`src/rtl/cdec_pkg.sv`:
```
package cdec_pkg;

   localparam int GRP_W  = 10;
   localparam int BYTE_W = 8;

   // 5b->6b encoding, negative-disparity column (a is bit 5)
   function automatic logic [5:0] enc6(input logic [4:0] x, input logic rd);
      logic [5:0] c;
      case (x)
         5'd0:  c = 6'b100111;  5'd1:  c = 6'b011101;
         5'd2:  c = 6'b101101;  5'd3:  c = 6'b110001;
         5'd4:  c = 6'b110101;  5'd5:  c = 6'b101001;
         5'd6:  c = 6'b011001;  5'd7:  c = 6'b111000;
         5'd8:  c = 6'b111001;  5'd9:  c = 6'b100101;
         5'd10: c = 6'b010101;  5'd11: c = 6'b110100;
         5'd12: c = 6'b001101;  5'd13: c = 6'b101100;
         5'd14: c = 6'b011100;  5'd15: c = 6'b010111;
         5'd16: c = 6'b011011;  5'd17: c = 6'b100011;
         5'd18: c = 6'b010011;  5'd19: c = 6'b110010;
         5'd20: c = 6'b001011;  5'd21: c = 6'b101010;
         5'd22: c = 6'b011010;  5'd23: c = 6'b111010;
         5'd24: c = 6'b110011;  5'd25: c = 6'b100110;
         5'd26: c = 6'b010110;  5'd27: c = 6'b110110;
         5'd28: c = 6'b001110;  5'd29: c = 6'b101110;
         5'd30: c = 6'b011110;  default: c = 6'b101011;
      endcase
      if (rd && ($countones(c) != 3 || x == 5'd7)) c = ~c;
      return c;
   endfunction

   // 3b->4b encoding; alt selects the alternate form of x.7
   function automatic logic [3:0] enc4(input logic [2:0] y, input logic alt, input logic rd6);
      logic [3:0] c;
      case (y)
         3'd0: c = 4'b1011;  3'd1: c = 4'b1001;
         3'd2: c = 4'b0101;  3'd3: c = 4'b1100;
         3'd4: c = 4'b1101;  3'd5: c = 4'b1010;
         3'd6: c = 4'b0110;  default: c = alt ? 4'b0111 : 4'b1110;
      endcase
      if (rd6 && ($countones(c) != 2 || y == 3'd3)) c = ~c;
      return c;
   endfunction

   function automatic logic rd_sub6(input logic rd, input logic [5:0] s);
      logic r;
      r = rd;
      if ($countones(s) > 3)       r = 1'b1;
      else if ($countones(s) < 3)  r = 1'b0;
      else if (s == 6'b000111)     r = 1'b1;
      else if (s == 6'b111000)     r = 1'b0;
      return r;
   endfunction

   function automatic logic rd_sub4(input logic rd, input logic [3:0] s);
      logic r;
      r = rd;
      if ($countones(s) > 2)       r = 1'b1;
      else if ($countones(s) < 2)  r = 1'b0;
      else if (s == 4'b0011)       r = 1'b1;
      else if (s == 4'b1100)       r = 1'b0;
      return r;
   endfunction

   function automatic logic rd_after(input logic rd, input logic [GRP_W-1:0] g);
      return rd_sub4(rd_sub6(rd, g[9:4]), g[3:0]);
   endfunction

   // full group for a byte at a given starting disparity
   function automatic logic [GRP_W-1:0] enc10(input logic [BYTE_W-1:0] b, input logic k, input logic rd);
      logic [4:0] x;
      logic [2:0] y;
      logic [5:0] s6;
      logic       r6, alt;
      logic [GRP_W-1:0] c;
      x = b[4:0];
      y = b[7:5];
      if (k && x == 5'd28) begin
         c = {6'b001111, enc4(y, y == 3'd7, 1'b1)};
         return rd ? ~c : c;
      end
      s6  = enc6(x, rd);
      r6  = rd_sub6(rd, s6);
      alt = (y == 3'd7) && (k || (!r6 && x inside {5'd17, 5'd18, 5'd20})
                              || (r6 && x inside {5'd11, 5'd13, 5'd14}));
      return {s6, enc4(y, alt, r6)};
   endfunction

endpackage

```
`src/rtl/cdec_lookup.sv`:
```
module cdec_lookup
   import cdec_pkg::*;
(
   input  logic [GRP_W-1:0] grp,
   output logic [4:0]       x,
   output logic [2:0]       y,
   output logic             k
);
   logic [5:0] s6;
   logic [3:0] s4, f;
   logic       k28, alt7;

   assign s6   = grp[9:4];
   assign s4   = grp[3:0];
   assign k28  = (s6 == 6'b001111) || (s6 == 6'b110000);
   assign alt7 = (s4 == 4'b0111) || (s4 == 4'b1000);
   // the positive K28 prefix carries complemented 4-bit parts
   assign f    = (s6 == 6'b110000) ? ~s4 : s4;

   always_comb begin
      x = '0;
      for (int v = 0; v < 32; v++) begin
         if (s6 == enc6(5'(v), 1'b0) || s6 == enc6(5'(v), 1'b1)) x = 5'(v);
      end
      if (k28) x = 5'd28;
   end

   always_comb begin
      case (f)
         4'b1011, 4'b0100:                     y = 3'd0;
         4'b1001:                              y = 3'd1;
         4'b0101:                              y = 3'd2;
         4'b1100, 4'b0011:                     y = 3'd3;
         4'b1101, 4'b0010:                     y = 3'd4;
         4'b1010:                              y = 3'd5;
         4'b0110:                              y = 3'd6;
         4'b1110, 4'b0001, 4'b0111, 4'b1000:   y = 3'd7;
         default:                              y = 3'd0;
      endcase
   end

   assign k = k28 || (alt7 && (x inside {5'd23, 5'd27, 5'd29, 5'd30}));
endmodule

```
`src/rtl/cdec_lane.sv`:
```
module cdec_lane
   import cdec_pkg::*;
(
   input  logic [GRP_W-1:0]  grp,
   input  logic              rd_in,
   output logic [BYTE_W-1:0] byte_o,
   output logic              k_o,
   output logic              err_o,
   output logic              derr_o,
   output logic              rd_out
);
   logic [4:0]       x;
   logic [2:0]       y;
   logic             k;
   logic [GRP_W-1:0] neg_form, pos_form;
   logic             legal;

   cdec_lookup u_lookup (.grp(grp), .x(x), .y(y), .k(k));

   assign byte_o   = {y, x};
   assign k_o      = k;
   // a group is legal only if re-encoding the decoded byte reproduces it
   assign neg_form = enc10({y, x}, k, 1'b0);
   assign pos_form = enc10({y, x}, k, 1'b1);
   assign legal    = (grp == neg_form) || (grp == pos_form);
   assign err_o    = !legal;
   assign derr_o   = legal && (grp != (rd_in ? pos_form : neg_form));
   assign rd_out   = rd_after(rd_in, grp);
endmodule

```
`src/rtl/dual_8b10b_dec.sv`:
```
module dual_8b10b_dec
   import cdec_pkg::*;
#(
   parameter int NUM_LANES = 2
) (
   input  logic                       clk,
   input  logic                       rst_n,
   input  logic                       dec_en,
   input  logic [NUM_LANES*10-1:0]    code_in,
   output logic [NUM_LANES*10-1:0]    data_out,
   output logic [NUM_LANES-1:0]       ctrl_out,
   output logic [NUM_LANES-1:0]       code_err,
   output logic [NUM_LANES-1:0]       disp_err
);
   localparam int CODE_W = NUM_LANES * GRP_W;
   localparam int DATA_W = NUM_LANES * BYTE_W;
   localparam int PAD_W  = CODE_W - DATA_W;

   if (NUM_LANES < 1 || NUM_LANES > 8) begin : g_bad_lanes
      $error("dual_8b10b_dec: NUM_LANES must lie in 1..8");
   end

   logic [DATA_W-1:0]    dec_bus;
   logic [NUM_LANES-1:0] k_bus, err_bus, derr_bus;
   logic [NUM_LANES:0]   rd_chain;
   logic                 rd_q;

   assign rd_chain[0] = rd_q;

   for (genvar g = 0; g < NUM_LANES; g++) begin : g_lane
      cdec_lane u_lane (
         .grp    (code_in[g*GRP_W +: GRP_W]),
         .rd_in  (rd_chain[g]),
         .byte_o (dec_bus[g*BYTE_W +: BYTE_W]),
         .k_o    (k_bus[g]),
         .err_o  (err_bus[g]),
         .derr_o (derr_bus[g]),
         .rd_out (rd_chain[g+1])
      );
   end

   always_ff @(posedge clk or negedge rst_n) begin
      if (!rst_n) begin
         data_out <= '0;
         ctrl_out <= '0;
         code_err <= '0;
         disp_err <= '0;
         rd_q     <= 1'b0;
      end else if (dec_en) begin
         data_out <= {{PAD_W{1'b0}}, dec_bus};
         ctrl_out <= k_bus;
         code_err <= err_bus;
         disp_err <= derr_bus;
         rd_q     <= rd_chain[NUM_LANES];
      end else begin
         data_out <= code_in;
         ctrl_out <= '0;
         code_err <= '0;
         disp_err <= '0;
      end
   end
endmodule

```
`config.mk`:
```
export PLATFORM = sky130hd
export DESIGN_NAME = dual_8b10b_dec
export DESIGN_NICKNAME = d
export VERILOG_FILES = /design/src/rtl/cdec_pkg.sv /design/src/rtl/cdec_lookup.sv /design/src/rtl/cdec_lane.sv /design/src/rtl/dual_8b10b_dec.sv
export SDC_FILE = /design/constraint.sdc
export NUM_CORES = 1
export LEC_CHECK = 0
export ABC_AREA = 1
export BUFFER_PORTS_ARGS = -buffer_cell sky130_fd_sc_hd__buf_4
export CORE_MARGIN = 2
export CORE_UTILIZATION = 57
export DETAILED_ROUTE_END_ITERATION = 7
export GPL_ROUTABILITY_DRIVEN = 0
export GPL_TIMING_DRIVEN = 0
export PLACE_DENSITY_LB_ADDON = 0.12
export SLEW_MARGIN = 20
export SYNTH_ARGS = -nofsm -noshare
export SYNTH_HDL_FRONTEND = slang
export SYNTH_SLANG_ARGS = --single-unit
```
`constraint.sdc`:
```
create_clock -name clk -period 2.8 [get_ports clk]
set_clock_uncertainty 0.1 [all_clocks]
set_input_delay 0.42 -clock clk [delete_from_list [all_inputs] [get_ports clk]]
set_output_delay 0.42 -clock clk [all_outputs]
set_load 0.005 [all_outputs]
```
==> impl_metrics.py <==
metrics = {
    "worst_setup_path": {
        "reg2reg_depth": 17,
        "r2r-end": "disp_err[1]",
        "rrSetupSlack_ns": -0.65,
        "cp_max_fo": 8,
        "crit_path_end_kind": "flip-flop",
        "cpPeakStageDelay_ns": 0.50,
        "cp.required_ns": 2.85,
        "critPathSlowestCell": "fa_1",
        "criticalPathCategory": "input pin to flip-flop",
        "cp_common_cell": "nand2_1",
        "cp.arrival_ns": 8.77,
        "regToRegStartpoint": "rd_q",
        "worst_setup_path_start_kind": "input pin",
    },
    "timing": {
        "maxSlewViolCount": 0,
        "finalWorstSetupSlack_ns": -5.92,
        "finalHoldViolations": 0,
        "tns_ns": -25.03,
        "holdWs_ns": 0.330,
        "relSlewSlack": 0.473,
        "rsz0062_at_grt": "yes",
        "setup_viol_count_final": 9,
        "tightest_slew_ns": 0.784,
        "clock.fmax_mhz": 115,
        "fin_crit_sh": 3.11,
        "post-route-min-period_ns": 8.72,
    },
    "grt": {
        "grt_pass1_wl_microns": 36600,
        "grt_max_degree": 28,
        "grt.total_usage": 0.343,
        "grt_overflow": 0,
        "antenna_found_initial": 0,
        "grt_pass1_vias": 7649,
    },
    "place": {
        "hpwl_microns": 15300,
        "io_buffers": 48,
        "pre_cts_ws_ns": -6.46,
    },
    "hold_path": {
        "hold_path.class": "input pin to flip-flop",
        "min-delay-start": "code_in[13]",
        "worstHoldPathCells": 3,
        "min_to": "data_out[13]",
    },
    "final_layout": {
        "seqCellArea_sq_um": 676,
        "post-route-util": 0.823,
        "layout_commonest_cell": "nand2_1",
        "nNetsFinal": 1429,
        "diodes": 0,
        "multiInputGateArea_sq_um": 6450,
        "synthToLayoutAreaGrowth_pct": 42.2,
        "layout_common_cells": "nand2_1, buf_4, inv_1",
        "num-fill-cells": 750,
        "drive_gt1_frac": 0.337,
    },
    "routing": {
        "drtIter0Drc": 938,
        "wl_microns": 25500,
        "vias_per_cell": 5.97,
        "drtPass1Iterations": 8,
        "ant_nets": 0,
        "via_count": 8603,
        "drc_errors": 0,
        "wire_per_inst_microns": 17.7,
    },
    "yosys": {
        "synthDistinctLibCells": 52,
        "synth_edf_count": 0,
        "async_flop_share": 1.00,
        "synthFlopType": "dfrtp_1",
        "yosysSeqAreaShare": 0.0985,
        "synth_seq_cells": 27,
        "syn_area_sq_um": 6860,
        "yosys_warnings": 0,
        "synth_cells": 1118,
        "avgSynthCellArea_sq_um": 6.14,
        "synth_nets": 1251,
    },
    "clock_tree": {
        "clock_path_buffers": 2,
        "numCtsBuffers": 3,
        "clockRootBuffer": "clkbuf_16",
        "clock_latency_ns": 0.26,
        "cts_sinks": 27,
        "cts_tree": "built",
        "h-tree-depth": 1,
        "cts.clk_slew.worst_paths_ns": 0.06,
    },
    "run_status": {
        "outcome": "finished with violations",
        "violations": "negative setup slack",
    },
    "job": {
        "drv_cap": 0,
    },
    "pwr": {
        "p_per_area_nw_per_um2": 1270,
        "max-vdd-ir-drop_uv": 1870,
        "leakagePower_nw": 4.79,
    },
    "floorplanning": {
        "die_h_microns": 114,
        "num_rows": 40,
        "start_util": 0.578,
        "core_sq_um": 11900,
        "ios": 49,
        "die-area_sq_um": 12900,
        "die_w_microns": 114,
    },
}
-- critical path: cells and delay by family --
kind / cells / cell delay (ns)
compound gates: 3 / 0.59
xor+xnor: 1 / 0.32
fa+ha+maj: 11 / 3.23
buf+inv: 10 / 0.73
simple gates: 49 / 3.45
-- worst max-delay path by stage --
stage | endpoint | depth (start not counted) | slack (ns) | startpoint
floorplan | disp_err[1] | 79 | -5.28 | code_in[18]
global placement | disp_err[1] | 76 | -6.43 | code_in[18]
detailed placement | disp_err[1] | 78 | -6.46 | code_in[18]
CTS | disp_err[1] | 81 | -5.68 | code_in[18]
global route | disp_err[1] | 78 | -6.53 | code_in[15]
finish | disp_err[1] | 74 | -5.92 | code_in[14]
-- timing repair --
action                                  4_1_cts  5_1_grt
endpoints found under the setup margin        9       12
pin swaps                                    69       58
hold endpoints to repair                     27        0
hold buffers                                  1        0
gates resized for setup                     115       77
buffers inserted                             95       31
-- cells in the mapped netlist (4+ instances only) --
cell | number | share of area
fa_1 | 17 | 0.050
dfrtp_1 | 27 | 0.098
clkbuf_1 | 8 | 0.0044
xnor2_1 | 5 | 0.0064
nand4_1 | 6 | 0.0055
o21ai_1 | 12 | 0.0088
ha_1 | 93 | 0.17
o211ai_1 | 7 | 0.0077
xor2_1 | 54 | 0.069
o21ai_0 | 49 | 0.036
nand2_2 | 13 | 0.012
o22ai_1 | 21 | 0.019
nor2_2 | 6 | 0.0055
nor2_1 | 111 | 0.061
a22oi_1 | 5 | 0.0055
nand2_1 | 296 | 0.16
buf_2 | 5 | 0.0036
nand3_1 | 103 | 0.075
nand3_2 | 4 | 0.0058
or2_2 | 6 | 0.0055
a21oi_1 | 19 | 0.014
inv_2 | 16 | 0.0088
inv_1 | 174 | 0.095
nor3_1 | 11 | 0.0080
-- area by class of cell --
| cell class | count | share of cell area |
|---|---|---|
| Multi-Input combinational cell | 883 | 0.661 |
| Timing Repair Buffer | 174 | 0.151 |
| Sequential cell | 27 | 0.0692 |
| Buffer | 16 | 0.00987 |
| Clock buffer | 4 | 0.00808 |
| Inverter | 191 | 0.0821 |
| Tap cell | 147 | 0.0189 |
-- metrics by stage --
stage                     power, mW  std cells  instance area (sq um)
after CTS                      10.3       1412                   9260
after detailed placement       7.92       1313                   8000
after floorplan                6.58       1118                   7450
after global placement         7.75       1313                   8000
final                          12.4       1442                   9760
after global routing           13.2       1442                   9760
-- power breakdown --
group          switching (mW)  total [mW]  leakage [nW]  internal (mW)
Combinational            6.75        11.6          4.42           4.87
Clock                   0.143       0.339        0.0382          0.196
Sequential             0.0173       0.444         0.337          0.426
-- flip-flops by register name, summed over array words and instances (netlist names) --
| signal | flops |
|---|---|
| rd_q | 1 |
| data_out | 20 |
| code_err | 2 |
| ctrl_out | 2 |
| disp_err | 2 |
-- routing by layer --
metal  wire length, microns  vias up  track usage  part of all wire
li1                       -     3930            -                 -
met1                   9250     3881        0.411              0.36
met2                  12300      594        0.628              0.48
met3                   2030      198       0.0351             0.080
met4                   1860        0        0.143             0.073
met5                      0        -            0                 0
-- logic make-up (layout without fill, tap and decap cells) --
family / count (synthesis) / count (layout) / synth area share
flip-flops: 27 / 27 / 0.0985
XOR/XNOR: 61 / 61 / 0.0801
adder cells (fa/ha/maj): 110 / 110 / 0.219
AO/OA/AOI/OAI: 143 / 143 / 0.128
multiplexers: 2 / 2 / 0.00310
AND/OR/NAND/NOR: 567 / 567 / 0.354
buffers and inverters: 208 / 385 / 0.117
No activity file was read; power rests on OpenSTA's default activity.
